## src/rtl/irq_agg_pkg.sv

```systemverilog
package irq_agg_pkg;
  localparam int unsigned NUM_BANKS = 2;
  localparam int unsigned NUM_SLOTS = 2 * NUM_BANKS;

  // register slots: status of bank b at slot 2b, enable of bank b at slot 2b+1
  typedef enum logic [1:0] {
    SLOT_STAT0 = 2'd0,
    SLOT_EN0   = 2'd1,
    SLOT_STAT1 = 2'd2,
    SLOT_EN1   = 2'd3
  } slot_e;

  function automatic int unsigned stat_slot(input int unsigned bank);
    return 2 * bank;
  endfunction

  function automatic int unsigned en_slot(input int unsigned bank);
    return 2 * bank + 1;
  endfunction
endpackage

```

## src/rtl/irq_rst_sync.sv

```systemverilog
module irq_rst_sync #(
  parameter int unsigned STAGES = 2
) (
  input  logic clk,
  input  logic rst_n,
  output logic rst_n_sync
);
  logic [STAGES-1:0] sync_q;
  logic [STAGES-1:0] sync_d;

  always_comb begin
    sync_d = {sync_q[STAGES-2:0], 1'b1};
  end

  always_ff @(posedge clk or negedge rst_n) begin
    if (!rst_n) sync_q <= '0;
    else        sync_q <= sync_d;
  end

  assign rst_n_sync = sync_q[STAGES-1];
endmodule

```

## src/rtl/irq_bank.sv

```systemverilog
module irq_bank #(
  parameter int unsigned BANK_W = 8
) (
  input  logic              clk,
  input  logic              rst_n,
  input  logic [BANK_W-1:0] evt_i,
  input  logic              stat_we,
  input  logic              en_we,
  input  logic [BANK_W-1:0] wdata,
  output logic [BANK_W-1:0] stat_o,
  output logic [BANK_W-1:0] en_o
);
  logic [BANK_W-1:0] stat_q, stat_d;
  logic [BANK_W-1:0] en_q,   en_d;
  logic [BANK_W-1:0] hit;
  logic              stat_ce;

  always_comb begin
    hit     = evt_i & en_q;
    stat_ce = stat_we | (|hit);
    stat_d  = stat_q;
    if (stat_we) stat_d = stat_q & wdata;  // zeros clear, ones hold
    stat_d  = stat_d | hit;                // hardware event has priority
    en_d    = wdata;
  end

  always_ff @(posedge clk or negedge rst_n) begin
    if (!rst_n)       stat_q <= '0;
    else if (stat_ce) stat_q <= stat_d;
  end

  always_ff @(posedge clk or negedge rst_n) begin
    if (!rst_n)     en_q <= '0;
    else if (en_we) en_q <= en_d;
  end

  assign stat_o = stat_q;
  assign en_o   = en_q;

  // assertion support: marks cycles with a valid previous cycle
  logic past_vld_q;
  always_ff @(posedge clk or negedge rst_n) begin
    if (!rst_n) past_vld_q <= 1'b0;
    else        past_vld_q <= 1'b1;
  end

  // a status bit can only rise through an enabled event
  p_no_sw_set_r5: assert property (@(posedge clk) disable iff (!rst_n)
    past_vld_q |-> ((stat_q & ~$past(stat_q) & ~$past(evt_i & en_q)) == '0));

  // a status write leaves old & wdata, apart from event bits
  p_clear_mask_r5: assert property (@(posedge clk) disable iff (!rst_n)
    (past_vld_q && $past(stat_we)) |->
      ((stat_q & ~$past(evt_i & en_q)) == ($past(stat_q & wdata) & ~$past(evt_i & en_q))));

  // an enabled event always leaves its bit set
  p_evt_wins_r6: assert property (@(posedge clk) disable iff (!rst_n)
    (|(evt_i & en_q)) |=> ((stat_q & $past(evt_i & en_q)) == $past(evt_i & en_q)));

  // enable takes write data
  p_en_write_r2: assert property (@(posedge clk) disable iff (!rst_n)
    en_we |=> (en_q == $past(wdata)));
endmodule

```

## src/rtl/irq_regmap.sv

```systemverilog
module irq_regmap #(
  parameter int unsigned ADDR_W     = 8,
  parameter int unsigned BANK_W     = 8,
  parameter int unsigned STAT0_ADDR = 10,
  parameter int unsigned EN0_ADDR   = 11,
  parameter int unsigned STAT1_ADDR = 17,
  parameter int unsigned EN1_ADDR   = 18
) (
  input  logic                                       clk,
  input  logic                                       rst_n,
  input  logic [ADDR_W-1:0]                          addr,
  input  logic                                       wr,
  input  logic [irq_agg_pkg::NUM_SLOTS-1:0][BANK_W-1:0] regs_i,
  output logic [irq_agg_pkg::NUM_SLOTS-1:0]          we_o,
  output logic [BANK_W-1:0]                          rdata
);
  import irq_agg_pkg::*;

  localparam logic [NUM_SLOTS-1:0][ADDR_W-1:0] SLOT_ADDR = {
    ADDR_W'(EN1_ADDR), ADDR_W'(STAT1_ADDR), ADDR_W'(EN0_ADDR), ADDR_W'(STAT0_ADDR)
  };

  logic [NUM_SLOTS-1:0] sel;

  for (genvar s = 0; s < NUM_SLOTS; s++) begin : g_slot
    assign sel[s]  = (addr == SLOT_ADDR[s]);
    assign we_o[s] = sel[s] & wr;
  end

  always_comb begin
    rdata = '0;
    for (int s = 0; s < NUM_SLOTS; s++) begin
      if (sel[s]) rdata = rdata | regs_i[s];
    end
  end

  // distinct addresses, so no address selects two registers
  p_sel_onehot_r8: assert property (@(posedge clk) disable iff (!rst_n)
    $onehot0(we_o));

  // unmapped address reads zero
  p_unmapped_zero_r8: assert property (@(posedge clk) disable iff (!rst_n)
    (sel == '0) |-> (rdata == '0));
endmodule

```

## src/rtl/irq_aggregator.sv

```systemverilog
module irq_aggregator #(
  parameter int unsigned BANK_W     = 8,
  parameter int unsigned ADDR_W     = 8,
  parameter int unsigned STAT0_ADDR = 10,
  parameter int unsigned EN0_ADDR   = 11,
  parameter int unsigned STAT1_ADDR = 17,
  parameter int unsigned EN1_ADDR   = 18
) (
  input  logic                                    clk,
  input  logic                                    rst_n,
  input  logic [irq_agg_pkg::NUM_BANKS*BANK_W-1:0] evt_i,
  input  logic [ADDR_W-1:0]                       reg_addr,
  input  logic                                    reg_wr,
  input  logic [BANK_W-1:0]                       reg_wdata,
  output logic [BANK_W-1:0]                       reg_rdata,
  output logic                                    irq_o
);
  import irq_agg_pkg::*;

  logic                               rst_n_i;
  logic [NUM_SLOTS-1:0]               slot_we;
  logic [NUM_SLOTS-1:0][BANK_W-1:0]   slot_val;
  logic [NUM_BANKS-1:0]               bank_any;
  logic                               any_stat;
  logic                               irq_q, irq_d, irq_ce;

  irq_rst_sync #(.STAGES(2)) u_rst (
    .clk        (clk),
    .rst_n      (rst_n),
    .rst_n_sync (rst_n_i)
  );

  irq_regmap #(
    .ADDR_W     (ADDR_W),
    .BANK_W     (BANK_W),
    .STAT0_ADDR (STAT0_ADDR),
    .EN0_ADDR   (EN0_ADDR),
    .STAT1_ADDR (STAT1_ADDR),
    .EN1_ADDR   (EN1_ADDR)
  ) u_map (
    .clk    (clk),
    .rst_n  (rst_n_i),
    .addr   (reg_addr),
    .wr     (reg_wr),
    .regs_i (slot_val),
    .we_o   (slot_we),
    .rdata  (reg_rdata)
  );

  for (genvar b = 0; b < NUM_BANKS; b++) begin : g_bank
    irq_bank #(.BANK_W(BANK_W)) u_bank (
      .clk     (clk),
      .rst_n   (rst_n_i),
      .evt_i   (evt_i[b*BANK_W +: BANK_W]),
      .stat_we (slot_we[stat_slot(b)]),
      .en_we   (slot_we[en_slot(b)]),
      .wdata   (reg_wdata),
      .stat_o  (slot_val[stat_slot(b)]),
      .en_o    (slot_val[en_slot(b)])
    );
    assign bank_any[b] = |slot_val[stat_slot(b)];
  end

  always_comb begin
    any_stat = |bank_any;
    irq_d    = any_stat;
    irq_ce   = (irq_q != any_stat);
  end

  always_ff @(posedge clk or negedge rst_n_i) begin
    if (!rst_n_i)    irq_q <= 1'b0;
    else if (irq_ce) irq_q <= irq_d;
  end

  assign irq_o = irq_q;

  logic past_vld_q;
  always_ff @(posedge clk or negedge rst_n_i) begin
    if (!rst_n_i) past_vld_q <= 1'b0;
    else          past_vld_q <= 1'b1;
  end

  // interrupt is the status OR delayed by one cycle
  p_irq_follow_r7: assert property (@(posedge clk) disable iff (!rst_n_i)
    past_vld_q |-> (irq_o == $past(any_stat)));

  // interrupt holds while any bit is still latched
  p_irq_hold_r7: assert property (@(posedge clk) disable iff (!rst_n_i)
    (irq_o && any_stat) |=> irq_o);
endmodule

```

## config.mk

```make
export PLATFORM = sky130hd
export DESIGN_NAME = irq_aggregator
export DESIGN_NICKNAME = d
export VERILOG_FILES = /design/src/rtl/irq_agg_pkg.sv /design/src/rtl/irq_rst_sync.sv /design/src/rtl/irq_bank.sv /design/src/rtl/irq_regmap.sv /design/src/rtl/irq_aggregator.sv
export SDC_FILE = /design/constraint.sdc
export NUM_CORES = 1
export LEC_CHECK = 0
export BUFFER_PORTS_ARGS = -buffer_cell sky130_fd_sc_hd__buf_2
export CORE_ASPECT_RATIO = 1.5
export CORE_MARGIN = 2
export CORE_UTILIZATION = 55
export DETAILED_ROUTE_END_ITERATION = 10
export PLACE_DENSITY = 0.87
export RECOVER_POWER = 50
export REMOVE_ABC_BUFFERS = 1
export SLEW_MARGIN = 25
export SYNTH_ARGS = -nofsm -noshare
export SYNTH_HDL_FRONTEND = slang
export SYNTH_SLANG_ARGS = --single-unit
export TNS_END_PERCENT = 100
```

## constraint.sdc

```tcl
create_clock -name clk -period 1.5 [get_ports clk]
set_input_delay 0 -clock clk [delete_from_list [all_inputs] [get_ports clk]]
set_output_delay 0 -clock clk [all_outputs]
set_load 0.02 [all_outputs]
```

==> metrics.cfg <==
[outcome]
outcome=completed

[routing]
vias_per_cell=5.85
wl_per_cell_um=17.0
first_pass_iters=5
wl_um=4490
final_antenna_net_count=0
drc_errors=0
num_vias=1544
drtIter0Drc=98

[sta]
worst_pin_slew_ns=0.804
clock-skew-final_ns=0.00732
hold_viol_final=0
setup_tns_ns=0
period_needed_ns=1.45
setup_slack_ns=0.0522
period_share_pct=96.5
setup_viol=0
fmax_mhz=691
slew_headroom_pct=46.4
rsz0062_at_grt=false
drv_slew=0
holdWs_ns=0.0198

[setup_path]
path_max_fanout=5
critical_path_required_ns=1.50
cp-start-kind=input port
cp.arrival_ns=1.45
critPathKind=in -> out
end_kind=primary output

[clock_tree]
cts_tree=done
clk_path_buf_depth=2
clk_latency_ns=0.29
cts.clk_slew.worst_paths_ns=0.06
post_cts_buffers=0
clock-sinks=35
cts_buffers=5
cts_resized=0
h-tree-depth=2
cts-root-buf=clkbuf_8
cts_hold_buf=25

[pwr]
p_per_area_nw_per_um2=1030
p_leak_nw=1.09
ir_drop_v=0.00113

[die]
core.rowCount=24
die_h_um=70.9
io_pins=44
dieArea_um2=3440
coreArea_um2=2880
start_util_pct=56.9
die_w_um=48.6

[global_routing]
antenna_found_initial=0
top_usage_layer=met2
grtUsageMet2_pct=49.8
grt_use_met3_pct=7.38
grt_pass1_vias=1644
grt_overflow=0
grt_max_degree=34
grt_pass1_wl_um=7540
grt_use_met1_pct=31.8
grt_util_all_layers_pct=29.0

[yosys]
netlist_area_um2=1640
synth.distinct_cells=23
yosysTopAreaCell=dfrtp_1
syn_avg_cell_area_um2=11.1
ys_warn_count=0
synth_seq_cells=35
syn_inst=148
netlist.area_leader.share_pct=53.4
ys_seq_area_share_pct=53.4
synth.area.top_cells=dfrtp_1, nand2_1, mux2_4

[placement]
dp.cells=231
globalplace.congestion=0.865
place_ws_ns=0.0882
dp_hpwl_um=3040
portBuffers=43

[hold_path]
hold_path_class=in -> async

[layout]
most-common-layout-cells=buf_2, nand2_1, dfrtp_1
fin_cells=264
fin_nets=259
drive_gt1_share_pct=31.6
syn_to_final_growth_pct=36.8
final_common_cell=buf_2
n_antenna_cell=0

[job]
cap_violations=0

sequential cells by signal, indices dropped and copies added (netlist names):
name,flops
g_bank.u_bank.en_o,16
g_bank.u_bank.stat_o,16
irq_o,1
u_rst.sync_q,2
cell type report:
cell class,instances,area (um^2)
clock buffer,7,76.3
clock inverter,1,5.00
timing repair buffer,73,497
tap,39,48.8
fill,207,639
multi-input combinational,109,741
sequential,35,876
final timing paths:
path / start / end / slack, ns / cells after the start
setup / recovery: reg_addr[5] / reg_rdata[1] / 0.05 / 7
hold / removal: rst_n / u_rst.sync_q[1] / 0.02 / 2
setup reg to reg: g_bank[1].u_bank.stat_o[1] / irq_o / 0.50 / 2
hold reg to reg: u_rst.sync_q[0] / u_rst.sync_q[1] / 0.36 / 0
max in group asynchronous: u_rst.sync_q[1] / g_bank[1].u_bank.stat_o[7] / 0.58 / 1
min in group clk: reg_wr / g_bank[1].u_bank.en_o[5] / 0.19 / 3
metrics by stage:
stage	cell area (um^2)	power [mW]	utilization, %
floorplan	1620	1.44	-
global placement	1920	1.58	66.5
detailed placement	1920	1.61	66.5
CTS	2250	2.31	78.0
global route	2240	2.42	77.8
finish	2240	2.31	77.8
critical path: stages:
cell and delay (ns):
clkbuf_1 0.10, nor3_2 0.30, and3_1 0.38, buf_4 0.20, a22oi_1 0.08, o21ai_0 0.16, buf_2 0.23
synthesized netlist by cell type:
master    instances
dfrtp_1          35
nand2_1          35
o21ai_0          22
a22oi_1          12
mux2_2            8
mux2_4            8
nor4_1            5
a32oi_1           4
nand4_1           3
clkbuf_1          2
nor2b_1           2
and2_1            1
and3_1            1
and3b_1           1
and4b_1           1
buf_2             1
buf_6             1
conb_1            1
nand2_8           1
nand3_2           1
nor3_2            1
nor3b_1           1
nor3b_4           1
cells by family after synthesis:
group / Yosys count / synth area share, %
simple gates: 54 / 17.8
compound gates: 38 / 14.3
flops: 35 / 53.4
mux: 16 / 12.8
buf+inv: 4 / 1.45
other cells: 1 / 0.229
per-layer routing:
metal / routed length [um] / up-vias
li1: - / 691
met1: 1610 / 741
met2: 2340 / 87
met3: 313 / 25
met4: 218 / 0
met5: 0 / -
report_power, final:
group          internal [mW]  total, mW  leakage, nW  switching (mW)
Sequential              1.13       1.29        0.444           0.166
Clock                  0.325      0.639       0.0422           0.314
Combinational          0.186      0.373        0.599           0.186
Note: power is estimated with default switching activity, not from simulation.
